File: config.mk
export PLATFORM = sky130hd
export DESIGN_NAME = hpm_cluster_ctrl
export DESIGN_NICKNAME = d
export VERILOG_FILES = /design/src/rtl/hpm_pkg.sv /design/src/rtl/hpm_timer.sv /design/src/rtl/hpm_arb.sv /design/src/rtl/hpm_counts.sv /design/src/rtl/hpm_cluster_ctrl.sv
export SDC_FILE = /design/constraint.sdc
export NUM_CORES = 1
export LEC_CHECK = 0
export BUFFER_PORTS_ARGS = -buffer_cell sky130_fd_sc_hd__buf_2
export CAP_MARGIN = 20
export CORE_ASPECT_RATIO = 0.6
export CORE_MARGIN = 3
export CORE_UTILIZATION = 55
export CTS_CLUSTER_DIAMETER = 200
export DETAILED_ROUTE_END_ITERATION = 12
export PLACE_DENSITY = 0.75
export SYNTH_ARGS = -nofsm -noshare
export SYNTH_HDL_FRONTEND = slang
export SYNTH_SLANG_ARGS = --single-unit
File: constraint.sdc
create_clock -name clk -period 5.3 [get_ports clk]
set_input_delay 0.795 -clock clk [delete_from_list [all_inputs] [get_ports clk]]
set_output_delay 0.795 -clock clk [all_outputs]
set_load 0.02 [all_outputs]
File: src/rtl/hpm_pkg.sv
package hpm_pkg;

  typedef enum logic [1:0] {
    RSP_OK    = 2'd0,
    RSP_ABORT = 2'd1,
    RSP_TMO   = 2'd2,
    RSP_ERR   = 2'd3
  } rsp_e;

  typedef enum logic [1:0] {
    REQ_NONE = 2'd0,
    REQ_BOOT = 2'd1,
    REQ_DIE  = 2'd2,
    REQ_KILL = 2'd3
  } req_e;

  // Index of the lowest set bit; 0 when none is set.
  function automatic int lowest_set(input logic [31:0] v);
    int r;
    r = 0;
    for (int i = 31; i >= 0; i--) if (v[i]) r = i;
    return r;
  endfunction

endpackage

File: src/rtl/hpm_timer.sv
module hpm_timer #(
  parameter int POLL_US    = 100,
  parameter int TIMEOUT_US = 100000,
  parameter int SETTLE_US  = 20
) (
  input  logic clk,
  input  logic rst_n,
  input  logic tick,
  input  logic run,
  output logic poll,
  output logic poll_last,
  output logic settle_done
);
  localparam int TW = $clog2(TIMEOUT_US + 1);
  localparam int PW = $clog2(POLL_US + 1);
  localparam logic [TW-1:0] T_LIM = TW'(TIMEOUT_US);
  localparam logic [TW-1:0] S_LIM = TW'(SETTLE_US);
  localparam logic [PW-1:0] P_END = PW'(POLL_US - 1);

  logic [TW-1:0] el_q;
  logic [PW-1:0] pc_q;

  assign poll        = run && tick && (pc_q == P_END);
  assign poll_last   = poll && (el_q >= T_LIM - 1'b1);
  assign settle_done = run && (el_q >= S_LIM);

  always_ff @(posedge clk or negedge rst_n) begin
    if (!rst_n) begin
      el_q <= '0;
      pc_q <= '0;
    end else if (!run) begin
      el_q <= '0;
      pc_q <= '0;
    end else if (tick) begin
      pc_q <= (pc_q == P_END) ? '0 : pc_q + 1'b1;
      el_q <= (el_q == T_LIM) ? el_q : el_q + 1'b1;
    end
  end

  // the elapsed count saturates at the timeout and never wraps
  a_r8_elapsed_capped: assert property (@(posedge clk) disable iff (!rst_n)
    el_q <= T_LIM);

endmodule

File: src/rtl/hpm_arb.sv
module hpm_arb import hpm_pkg::*; #(
  parameter int N = 4,
  parameter int IW = $clog2(N)
) (
  input  logic          clk,
  input  logic          rst_n,
  input  logic [N-1:0]  boot_req,
  input  logic [N-1:0]  die_req,
  input  logic [N-1:0]  kill_req,
  input  logic          take,
  output logic          gnt_valid,
  output req_e          gnt_kind,
  output logic [IW-1:0] gnt_core
);
  logic [N-1:0] pb_q, pd_q, pk_q;
  logic [N-1:0] sel;

  always_comb begin
    gnt_valid = |{pb_q, pd_q, pk_q};
    gnt_kind  = REQ_NONE;
    gnt_core  = '0;
    if (|pb_q) begin
      gnt_kind = REQ_BOOT;
      gnt_core = IW'(lowest_set(32'(pb_q)));
    end else if (|pd_q) begin
      gnt_kind = REQ_DIE;
      gnt_core = IW'(lowest_set(32'(pd_q)));
    end else if (|pk_q) begin
      gnt_kind = REQ_KILL;
      gnt_core = IW'(lowest_set(32'(pk_q)));
    end
    sel = (take && gnt_valid) ? (N'(1) << gnt_core) : '0;
  end

  always_ff @(posedge clk or negedge rst_n) begin
    if (!rst_n) begin
      pb_q <= '0;
      pd_q <= '0;
      pk_q <= '0;
    end else begin
      pb_q <= (pb_q & ~((gnt_kind == REQ_BOOT) ? sel : '0)) | boot_req;
      pd_q <= (pd_q & ~((gnt_kind == REQ_DIE)  ? sel : '0)) | die_req;
      pk_q <= (pk_q & ~((gnt_kind == REQ_KILL) ? sel : '0)) | kill_req;
    end
  end

  // a die or kill is never granted while a boot is waiting
  a_r11_boot_first: assert property (@(posedge clk) disable iff (!rst_n)
    (take && gnt_valid && gnt_kind != REQ_BOOT) |-> (pb_q == '0));

endmodule

File: src/rtl/hpm_counts.sv
module hpm_counts #(
  parameter int N  = 4,
  parameter int CW = 2,
  parameter int IW = $clog2(N)
) (
  input  logic          clk,
  input  logic          rst_n,
  input  logic          inc,
  input  logic          dec,
  input  logic [IW-1:0] idx,
  output logic [CW-1:0] cur,
  output logic          others_zero
);
  localparam logic [CW-1:0] CMAX = '1;

  function automatic logic [CW-1:0] bump(input logic [CW-1:0] v);
    return (v == CMAX) ? v : v + 1'b1;
  endfunction

  function automatic logic [CW-1:0] drop(input logic [CW-1:0] v);
    return (v == '0) ? v : v - 1'b1;
  endfunction

  logic [N*CW-1:0] flat;

  for (genvar g = 0; g < N; g++) begin : g_core
    logic [CW-1:0] q;
    always_ff @(posedge clk or negedge rst_n) begin
      if (!rst_n)                q <= CW'(g == 0 ? 1 : 0);
      else if (idx == IW'(g)) begin
        if (inc)      q <= bump(q);
        else if (dec) q <= drop(q);
      end
    end
    assign flat[g*CW +: CW] = q;
  end

  assign cur = flat[idx*CW +: CW];

  always_comb begin
    others_zero = 1'b1;
    for (int i = 0; i < N; i++)
      if (IW'(i) != idx && flat[i*CW +: CW] != '0) others_zero = 1'b0;
  end

  // the controller never decrements a count that is already zero
  a_r5_no_dec_at_zero: assert property (@(posedge clk) disable iff (!rst_n)
    dec |-> (cur != '0));

  // increment and decrement never coincide
  a_r2_single_op: assert property (@(posedge clk) disable iff (!rst_n)
    !(inc && dec));

endmodule

File: src/rtl/hpm_cluster_ctrl.sv
module hpm_cluster_ctrl import hpm_pkg::*; #(
  parameter int N          = 4,
  parameter int CW         = 2,
  parameter int POLL_US    = 100,
  parameter int TIMEOUT_US = 100000,
  parameter int SETTLE_US  = 20,
  parameter int IW         = $clog2(N)
) (
  input  logic          clk,
  input  logic          rst_n,
  input  logic          us_tick,
  input  logic [N-1:0]  boot_req,
  input  logic [N-1:0]  die_req,
  input  logic [N-1:0]  kill_req,
  input  logic [N-1:0]  core_wfi,
  input  logic          l2_wfi,
  output logic          clus_rst,
  output logic          bus_inact,
  output logic          clus_gate,
  output logic          core_por_all,
  output logic          first_comer,
  output logic [N-1:0]  core_up_req,
  output logic [N-1:0]  core_dn_req,
  output logic          resp_valid,
  output logic [1:0]    resp_code,
  output logic [IW-1:0] resp_core
);
  typedef enum logic [3:0] {
    S_IDLE, S_PU_BUS, S_PU_POR, S_PU_RST, S_PU_GATE, S_PU_WAIT, S_PU_RELR,
    S_PU_RELB, S_CORE_UP, S_KPOLL, S_KDN, S_L2POLL, S_CD_RST, S_CD_GATE, S_CD_WAIT
  } st_e;

  st_e           st;
  logic [IW-1:0] c_q, idx;
  logic          gnt_valid, take;
  req_e          gnt_kind;
  logic [IW-1:0] gnt_core;
  logic [CW-1:0] cur;
  logic          others_zero, cnt_inc, cnt_dec;
  logic          tmr_run, poll, poll_last, settle_done;

  // named events, also used by the assertions
  logic boot_served, boot_busy, die_served, kill_ready;

  assign take        = (st == S_IDLE);
  assign idx         = take ? gnt_core : c_q;
  assign boot_served = take && gnt_valid && (gnt_kind == REQ_BOOT);
  assign die_served  = take && gnt_valid && (gnt_kind == REQ_DIE);
  assign boot_busy   = boot_served && (cur != '0);
  assign cnt_inc     = boot_busy || (st == S_CORE_UP);
  assign cnt_dec     = die_served && (cur != '0);
  assign kill_ready  = (st == S_KPOLL) && poll && (cur == '0) && core_wfi[c_q];
  assign tmr_run     = (st == S_PU_WAIT) || (st == S_KPOLL) ||
                       (st == S_L2POLL) || (st == S_CD_WAIT);

  hpm_arb #(.N(N), .IW(IW)) u_arb (
    .clk, .rst_n, .boot_req, .die_req, .kill_req, .take,
    .gnt_valid, .gnt_kind, .gnt_core
  );

  hpm_counts #(.N(N), .CW(CW), .IW(IW)) u_cnt (
    .clk, .rst_n, .inc(cnt_inc), .dec(cnt_dec), .idx, .cur, .others_zero
  );

  hpm_timer #(.POLL_US(POLL_US), .TIMEOUT_US(TIMEOUT_US), .SETTLE_US(SETTLE_US)) u_tmr (
    .clk, .rst_n, .tick(us_tick), .run(tmr_run), .poll, .poll_last, .settle_done
  );

  always_ff @(posedge clk or negedge rst_n) begin
    if (!rst_n) begin
      st <= S_IDLE;        c_q <= '0;
      clus_rst <= 1'b0;    bus_inact <= 1'b0;   clus_gate <= 1'b0;
      core_por_all <= 1'b0; first_comer <= 1'b0;
      core_up_req <= '0;   core_dn_req <= '0;
      resp_valid <= 1'b0;  resp_code <= RSP_OK; resp_core <= '0;
    end else begin
      core_up_req <= '0;
      core_dn_req <= '0;
      resp_valid  <= 1'b0;
      unique case (st)
        S_IDLE: if (gnt_valid) begin
          c_q <= gnt_core;
          unique case (gnt_kind)
            REQ_BOOT: begin
              if (cur != '0) begin
                resp_valid <= 1'b1; resp_code <= RSP_OK; resp_core <= gnt_core;
              end else if (others_zero) begin
                first_comer <= 1'b1; st <= S_PU_BUS;
              end else begin
                first_comer <= 1'b0; st <= S_CORE_UP;
              end
            end
            REQ_DIE: begin
              resp_valid <= 1'b1; resp_core <= gnt_core;
              if (cur == '0)              resp_code <= RSP_ERR;
              else if (cur == CW'(2))     resp_code <= RSP_ABORT;
              else if (cur > CW'(2))      resp_code <= RSP_ERR;
              else begin
                resp_code <= RSP_OK;
                if (others_zero) bus_inact <= 1'b1;
              end
            end
            REQ_KILL: st <= S_KPOLL;
            default:  st <= S_IDLE;
          endcase
        end
        S_PU_BUS:  begin bus_inact <= 1'b1;    st <= S_PU_POR;  end
        S_PU_POR:  begin core_por_all <= 1'b1; st <= S_PU_RST;  end
        S_PU_RST:  begin clus_rst <= 1'b1;     st <= S_PU_GATE; end
        S_PU_GATE: begin clus_gate <= 1'b0;    st <= S_PU_WAIT; end
        S_PU_WAIT: if (settle_done) st <= S_PU_RELR;
        S_PU_RELR: begin clus_rst <= 1'b0;     st <= S_PU_RELB; end
        S_PU_RELB: begin bus_inact <= 1'b0;    st <= S_CORE_UP; end
        S_CORE_UP: begin
          core_up_req[c_q] <= 1'b1; core_por_all <= 1'b0;
          resp_valid <= 1'b1; resp_code <= RSP_OK; resp_core <= c_q;
          st <= S_IDLE;
        end
        S_KPOLL: if (kill_ready) st <= S_KDN;
                 else if (poll_last) begin
                   resp_valid <= 1'b1; resp_code <= RSP_TMO; resp_core <= c_q;
                   st <= S_IDLE;
                 end
        S_KDN: begin
          core_dn_req[c_q] <= 1'b1;
          if (others_zero) st <= S_L2POLL;
          else begin
            resp_valid <= 1'b1; resp_code <= RSP_OK; resp_core <= c_q; st <= S_IDLE;
          end
        end
        S_L2POLL: if (poll && l2_wfi) st <= S_CD_RST;
                  else if (poll_last) begin
                    resp_valid <= 1'b1; resp_code <= RSP_OK; resp_core <= c_q;
                    st <= S_IDLE;
                  end
        S_CD_RST:  begin clus_rst <= 1'b1;  st <= S_CD_GATE; end
        S_CD_GATE: begin clus_gate <= 1'b1; st <= S_CD_WAIT; end
        S_CD_WAIT: if (settle_done) begin
          resp_valid <= 1'b1; resp_code <= RSP_OK; resp_core <= c_q; st <= S_IDLE;
        end
        default: st <= S_IDLE;
      endcase
    end
  end

  // power is only gated while the cluster is held in reset
  a_r12_gate_in_reset: assert property (@(posedge clk) disable iff (!rst_n)
    clus_gate |-> clus_rst);

  // reset release happens with the bus quiet and power applied
  a_r12_release_safe: assert property (@(posedge clk) disable iff (!rst_n)
    $fell(clus_rst) |-> (bus_inact && !clus_gate));

  // at most one core power-up request, and only into a live cluster
  a_r4_up_onehot: assert property (@(posedge clk) disable iff (!rst_n)
    $onehot0(core_up_req));
  a_r4_up_live: assert property (@(posedge clk) disable iff (!rst_n)
    (|core_up_req) |-> (!clus_gate && !clus_rst && !bus_inact));

  // at most one core power-down request at a time
  a_r7_dn_onehot: assert property (@(posedge clk) disable iff (!rst_n)
    $onehot0(core_dn_req));

  // a timed-out kill is never paired with a power-down request
  a_r8_tmo_no_dn: assert property (@(posedge clk) disable iff (!rst_n)
    (resp_valid && resp_code == RSP_TMO) |-> (core_dn_req == '0 && $past(core_dn_req) == '0));

endmodule

==> Implementation_results.wiki, run 1 <==
{| class="wikitable"
! Metric !! Value
|-
| Outcome || completed
|-
| Max Clock Skew || 0.00536 ns
|-
| Latest clock arrival within the worst-skew pair || 0.33 ns
|-
| Maximum buffer depth of the clock tree || 2
|-
| Async set-reset flop share out of synthesis || 100%
|-
| Sequential area share after synthesis || 42.1%
|-
| Synthesized-area fraction occupied by and/or/nand/nor cells || 22.8%
|-
| DRC violation total after the first TritonRoute iteration || 428
|-
| Min cycle time layout || 4.25 ns
|-
| Crit path from || st[0]$_DFFE_PN0P_
|-
| Flip-flop and latch count after synthesis || 68
|-
| Final total negative setup slack || 0 ns
|-
| Initial Utilization || 58.5%
|-
| Final Slew Violations || 0
|-
| Total vias in the final route || 3572
|-
| Ranking of synthesized cells by area || dfrtp_1 (41%), nor2_1 (5.3%), o21ai_0 (4.6%)
|-
| Wire length of the first global-routing pass || 16.5 mm
|-
| Endpoint arrival time on the critical path || 4.46 ns
|-
| Largest net degree at the start of global routing || 69
|-
| Leakage || 1.98 nW
|-
| Adder-Cell Fraction of Synth Area || 2.79%
|-
| Die extent in x || 117 um
|-
| Maximum clock frequency || 235 MHz
|-
| Std-Cell Core Area || 6910 um^2
|-
| Number of detailed-routing iterations run before antenna repair || 5
|-
| Period utilization || 80.2%
|-
| Required time reported for the critical path endpoint || 5.51 ns
|-
| Antenna violations before repair || 0
|-
| Total of cells resized after clock tree synthesis || 0
|-
| Filler Cells Inserted || 575
|-
| Inserted Diodes || 0
|-
| Worst reg2reg setup slack || 1.05 ns
|-
| Post-route cell area || 4550 um^2
|-
| Site row count || 23
|-
| Chip height || 72.4 um
|-
| Number of instances in the synthesized netlist || 455
|-
| Max Fanout on Critical Path || 25
|-
| Via count normalized by instance count || 6.18
|-
| Total routing usage reported by global routing || 25.1%
|-
| Clock slew seen by the registers of the worst setup and hold paths || 0.05 ns
|-
| Layout cells sized above 1 || 15.9%
|-
| HPWL after DPL || 6.92 mm
|-
| Crit path capture type || register
|-
| Number of buffers inserted during clock tree synthesis || 9
|-
| Capture point of the worst reg-to-reg path || u_cnt.g_core[0].q[1]$_DFFE_PN0P_
|-
| Setup CP Type || register to register
|-
| Clock root cell || clkbuf_16
|-
| Share of the synthesized area in the top cell type || 41.5%
|-
| Number of sinks on the clock net || 68
|-
| Multi-input gate area in the final layout || 2170 um^2
|-
| Complex-gate fraction of the synthesized area || 20.3%
|-
| Max Cap Violations || 0
|-
| Number of top-level pins || 38
|-
| Largest area contributor in the synthesized netlist || dfrtp_1
|-
| TritonCTS clock tree || yes
|-
| Total of hold buffers inserted after clock tree synthesis || 0
|-
| Worst Hold Depth || 1
|-
| Final setup fails || 0
|-
| RSZ-0062 raised after global routing || false
|-
| Flip-flop cell with the highest count after synthesis || dfrtp_1
|-
| Layout Cells excl Fill || 578
|-
| Critical path endpoint || u_cnt.g_core[0].q[1]$_DFFE_PN0P_
|-
| EDFF count, synth || 0
|-
| Final routed wire length divided by cell count || 17.0 um
|-
| Length in cells of the worst reg-to-reg path || 13
|-
| Number of port buffers || 37
|-
| Utilization after layout || 65.8%
|-
| Beginning of the worst register-to-register path || st[0]$_DFFE_PN0P_
|-
| Placed cell area || 4270 um^2
|-
| Net count, final || 516
|-
| Die area || 8450 um^2
|-
| Maximum resistive drop on vdd || 0.000249 V
|-
| H-tree depth || 3
|-
| Overall power after layout || 2.01 mW
|-
| Synth Area per Inst || 8.88 um^2
|-
| Synthesis warning total || 0
|-
| Dominant combinational cell family by area after synthesis || simple AND/OR/NAND/NOR gates
|-
| Relative slew margins || 42.4%
|-
| Post-CTS setup buffers || 0
|-
| FF/Latch Area || 1700 um^2
|-
| Kind of path behind the tightest hold check || register to register
|-
| Via count of the first global-routing pass || 3217
|-
| Distinct cells, synth || 66
|-
| DRC violations left || 0
|-
| Portion of netlist area occupied by mux cells || 4.61%
|-
| Cells after DPL || 563
|-
| Post-synthesis share of cell area spent on xor and xnor gates || 3.25%
|-
| Number of endpoints with negative hold slack in the final report || 0
|-
| Cell Area, Synth || 4040 um^2
|-
| Tightest Pin Transition || 0.855 ns
|-
| Synthesized Nets || 484
|-
| Startpoint Class || register
|-
| Area grow syn2layout || 12.4%
|-
| Final wirelength || 9.85 mm
|-
| Total overflow reported by the global router || 0
|-
| Routability congestion estimate || 0.931
|-
| Pwr per Cell Area || 442 nW/um^2
|-
| Final ANT Viol Nets || 0
|}
## sequential cells by signal, indices dropped and copies added, names as in the netlist
name / count
bus_inact: 1
c_q: 2
clus_gate: 1
clus_rst: 1
core_dn_req: 4
core_por_all: 1
core_up_req: 4
first_comer: 1
resp_code: 2
resp_core: 2
resp_valid: 1
st: 4
u_arb.pb_q: 4
u_arb.pd_q: 4
u_arb.pk_q: 4
u_cnt.g_core.q: 8
u_tmr.el_q: 17
u_tmr.pc_q: 7
## routing by layer
metal  vias up  wire [um]  GRT usage, %
li1       1693          -             -
met1      1697       4990          40.2
met2       173       3860          32.5
met3         9        916          7.33
met4         0         80          6.23
met5         -          0             0
## logic make-up after synthesis
logic type / Yosys count
DFF: 68
adders and majority gates: 9
and+or+nand+nor: 187
muxes: 15
xor gates and xnor gates: 15
buffers and inverters: 39
AOI/OAI and AO/OA: 122
## power breakdown
part	total (mW)	leakage, nW	switching (mW)	internal, mW
Sequential	0.725	0.858	0.134	0.592
Combinational	0.732	0.988	0.451	0.282
Clock	0.554	0.133	0.216	0.337
## cells in the final DEF (no fill, tap or decap), types with 5 or more instances in the layout
master,count
a21o_1,12
a21oi_1,26
and3_1,6
buf_2,37
clkbuf_16,9
dfrtp_1,67
ha_1,9
inv_1,19
mux2i_1,7
nand2_1,44
nand2b_1,8
nand3_1,14
nand4_1,7
nor2_1,57
nor3_1,13
o21ai_0,37
o31ai_1,5
or3_1,6
or4_1,7
xor2_1,11
## stage by stage
| stage | hold slack (ns) | setup slack [ns] |
|---|---|---|
| global route | 0.525 | 0.666 |
| detailed placement | 0.472 | 1.18 |
| CTS | 0.509 | 1.17 |
| global placement | 0.469 | 1.41 |
| finish | 0.504 | 1.05 |
| floorplan | 0.445 | 1.88 |
## synthesized netlist by cell type, types with 7 or more instances
cell,n
dfrtp_1,67
nor2_1,57
nand2_1,44
o21ai_0,37
a21oi_1,26
inv_1,19
clkbuf_1,14
nand3_1,14
nor3_1,13
a21o_1,12
xor2_1,11
ha_1,9
nand2b_1,8
mux2i_1,7
nand4_1,7
or4_1,7
## cell type report
cell class,count,area share (%)
inverter,20,1.65
sequential,68,37.5
clock inverter,4,0.551
tap,87,2.39
clock buffer,11,5.56
timing repair buffer,40,4.57
multi-input combinational,348,47.8
## worst min path at each step
stage | start | endpoint | slack [ns]
after floorplan | u_tmr.pc_q[6]$_DFFE_PN0P_ | u_tmr.pc_q[6]$_DFFE_PN0P_ | 0.45
final | u_tmr.pc_q[6]$_DFFE_PN0P_ | u_tmr.pc_q[6]$_DFFE_PN0P_ | 0.50
after detailed placement | u_tmr.pc_q[6]$_DFFE_PN0P_ | u_tmr.pc_q[6]$_DFFE_PN0P_ | 0.47
after CTS | u_tmr.pc_q[6]$_DFFE_PN0P_ | u_tmr.pc_q[6]$_DFFE_PN0P_ | 0.51
after global placement | u_tmr.pc_q[6]$_DFFE_PN0P_ | u_tmr.pc_q[6]$_DFFE_PN0P_ | 0.47
after global routing | u_tmr.pc_q[6]$_DFFE_PN0P_ | u_tmr.pc_q[6]$_DFFE_PN0P_ | 0.53
## critical path, cell delays in order, from the launching register on
cell and delay [ns]:
dfrtp_1 0.63, nor4_1 0.85, nand3_1 0.24, o21ai_2 0.55, mux2i_1 0.16, mux2_2 0.33, ha_1 0.23, nand2b_1 0.17
o21ai_1 0.14, buf_4 0.24, o21a_1 0.23, nand2_1 0.08, o21ai_0 0.18, a21oi_1 0.11
(Power assumes the default switching activity.)
==> run 2, diff against run 1 <==
clock period = 4.2 ns   (was 5.3 ns; I/O delays follow)
==> Implementation_results.wiki, run 2 (same netlist as run 1, synthesis figures left out) <==
{| class="wikitable"
! Metric !! Value
|-
| Maximum buffer depth of the clock tree || 2 (unchanged)
|-
| Required time reported for the critical path endpoint || 4.42 ns (-1.09 ns)
|-
| Antenna violations before repair || 0 (unchanged)
|-
| Endpoint arrival time on the critical path || 4.09 ns (-0.37 ns)
|-
| Maximum resistive drop on vdd || 0.000407 V (+64%)
|-
| DRC violation total after the first TritonRoute iteration || 368 (-14%)
|-
| Crit path capture type || register
|-
| Net count, final || 524 (+1.6%)
|-
| Final routed wire length divided by cell count || 18.0 um (+5.6%)
|-
| Relative slew margins || 51.8% (+9.3 points)
|-
| HPWL after DPL || 7.46 mm (+7.8%)
|-
| Final Slew Violations || 0 (unchanged)
|-
| Clock root cell || clkbuf_16
|-
| Filler Cells Inserted || 562 (-2.3%)
|-
| Setup CP Type || register to register
|-
| Total routing usage reported by global routing || 26.2% (+1.1 points)
|-
| Final total negative setup slack || 0 ns (unchanged)
|-
| Site row count || 23 (unchanged)
|-
| Initial Utilization || 58.5% (unchanged)
|-
| Number of endpoints with negative hold slack in the final report || 0 (unchanged)
|-
| Routability congestion estimate || 0.971 (+4.4%)
|-
| Total overflow reported by the global router || 0 (unchanged)
|-
| Die area || 8450 um^2 (unchanged)
|-
| Commonest cells after routing, fill and taps aside || dfrtp_1 (67), nor2_1 (57), nand2_1 (44)
|-
| Registers with the most flip-flops || u_tmr.el_q (17), u_cnt.g_core.q (8), u_tmr.pc_q (7)
|-
| Inserted Diodes || 0 (unchanged)
|-
| TritonCTS clock tree || yes
|-
| Flip-flop count of the largest register, all copies and words added || 17 (unchanged)
|-
| Number of top-level pins || 38 (unchanged)
|-
| Number of buffers inserted during clock tree synthesis || 9 (unchanged)
|-
| Die extent in x || 117 um (unchanged)
|-
| Maximum clock frequency || 259 MHz (+10%)
|-
| Number of sinks on the clock net || 68 (unchanged)
|-
| RSZ-0062 raised after global routing || false
|-
| Pwr per Cell Area || 576 nW/um^2 (+30%)
|-
| Std-Cell Core Area || 6910 um^2 (unchanged)
|-
| Leakage || 2.03 nW (+2.6%)
|-
| Total of cells resized after clock tree synthesis || 0 (unchanged)
|-
| Final wirelength || 10.6 mm (+7.3%)
|-
| Largest register by flop count || u_tmr.el_q
|-
| Kind of path behind the tightest hold check || primary input to async pin
|-
| Chip height || 72.4 um (unchanged)
|-
| Startpoint Class || register
|-
| DRC violations left || 0 (unchanged)
|-
| Placed cell area || 4320 um^2 (+1.2%)
|-
| Total of hold buffers inserted after clock tree synthesis || 0 (unchanged)
|-
| Min cycle time layout || 3.87 ns (-0.386 ns)
|-
| Max Fanout on Critical Path || 17 (-32%)
|-
| H-tree depth || 3 (unchanged)
|-
| Tightest Pin Transition || 0.719 ns (-0.137 ns)
|-
| Clock slew seen by the registers of the worst setup and hold paths || 0.06 ns (about the same)
|-
| Latest clock arrival within the worst-skew pair || 0.34 ns (about the same)
|-
| Total vias in the final route || 3666 (+2.6%)
|-
| Area grow syn2layout || 14.9%
|-
| Wire length of the first global-routing pass || 16.9 mm (+2.1%)
|-
| Max Cap Violations || 0 (unchanged)
|-
| Commonest non-fill, non-tap cell in the layout || dfrtp_1
|-
| Max Clock Skew || 0.00432 ns (-0.00105 ns)
|-
| Multi-input gate area in the final layout || 2170 um^2 (unchanged)
|-
| Post-route cell area || 4650 um^2 (+2.2%)
|-
| Layout cells sized above 1 || 17.0% (+1.1 points)
|-
| Outcome || completed
|-
| Post-CTS setup buffers || 0 (unchanged)
|-
| Final ANT Viol Nets || 0 (unchanged)
|-
| Via count normalized by instance count || 6.25 (+1.1%)
|-
| Number of port buffers || 37 (unchanged)
|-
| FF/Latch Area || 1700 um^2 (unchanged)
|-
| Number of detailed-routing iterations run before antenna repair || 5 (unchanged)
|-
| Via count of the first global-routing pass || 3285 (+2.1%)
|-
| Period utilization || 92.1% (+12 points)
|-
| Final setup fails || 0 (unchanged)
|-
| Largest net degree at the start of global routing || 49 (-29%)
|}
run 2: cell types whose count changed in the layout (fill, tap and decap cells not counted), sizes merged:
cell	change
buf	+8
clkbuf	+2
clkinv	-2
bufinv	+1
run 2: layout make-up:
| cell class | count | area share, % |
|---|---|---|
| Clock buffer | 13 | 5.60 |
| Clock inverter | 3 | 0.970 |
| Sequential cell | 68 | 36.7 |
| Timing Repair Buffer | 48 | 6.03 |
| Multi-Input combinational cell | 348 | 46.8 |
| Tap cell | 87 | 2.34 |
| Inverter | 20 | 1.62 |
run 2: per-layer routing:
layer	up-vias	GRT usage, %	routed length, um
li1	1719	-	-
met1	1764	41.5	5270
met2	169	33.0	4160
met3	14	8.42	989
met4	0	8.52	145
met5	-	0	0
run 2: final timing paths:
path                                      startpoint                          endpoint  slack (ns)  cells past startpoint
max                                st[0]$_DFFE_PN0P_  u_cnt.g_core[3].q[1]$_DFFE_PN0P_        0.33                     13
max in group asynchronous                      rst_n        u_tmr.el_q[10]$_DFFE_PN0P_        3.33                      2
min reg2reg                u_tmr.pc_q[6]$_DFFE_PN0P_         u_tmr.pc_q[6]$_DFFE_PN0P_        0.49                      1
min in group clk                         kill_req[0]           u_arb.pk_q[0]$_DFF_PN0_        0.47                      2
min                                            rst_n          core_dn_req[2]$_DFF_PN0_        0.22                      1
max reg2reg                        st[0]$_DFFE_PN0P_  u_cnt.g_core[3].q[1]$_DFFE_PN0P_        0.33                     13
run 2: worst max-delay path, cell delays in order (launching register included):
cell and delay, ns:
dfrtp_1 0.47, or4_1 0.72, o41a_1 0.40, o21ai_2 0.29, mux2i_1 0.17, mux2_2 0.34, ha_1 0.22, nand2b_1 0.16
o21ai_1 0.19, buf_4 0.25, o21ba_2 0.21, nand2_1 0.08, o21ai_0 0.18, a21oi_1 0.09
run 2: power breakdown:
group / internal [mW] / switching, mW
registers: 0.749 / 0.0872
logic: 0.397 / 0.668
clock network: 0.492 / 0.284
total: 1.64 / 1.04
run 2: per-stage QoR:
| step | power [mW] | setup WS (ns) | hold slack (ns) | util (%) | std cells |
|---|---|---|---|---|---|
| 2_1_floorplan | 1.59 | 0.783 | 0.334 | - | 455 |
| 3_3_place_gp | 1.86 | 0.608 | 0.471 | 62.6 | 570 |
| 3_5_place_dp | 1.88 | 0.433 | 0.475 | 62.6 | 570 |
| 4_1_cts | 2.66 | 0.391 | 0.464 | 67.0 | 586 |
| 5_1_grt | 2.83 | 0.108 | 0.239 | 67.3 | 587 |
| 6_report | 2.68 | 0.334 | 0.224 | 67.3 | 587 |
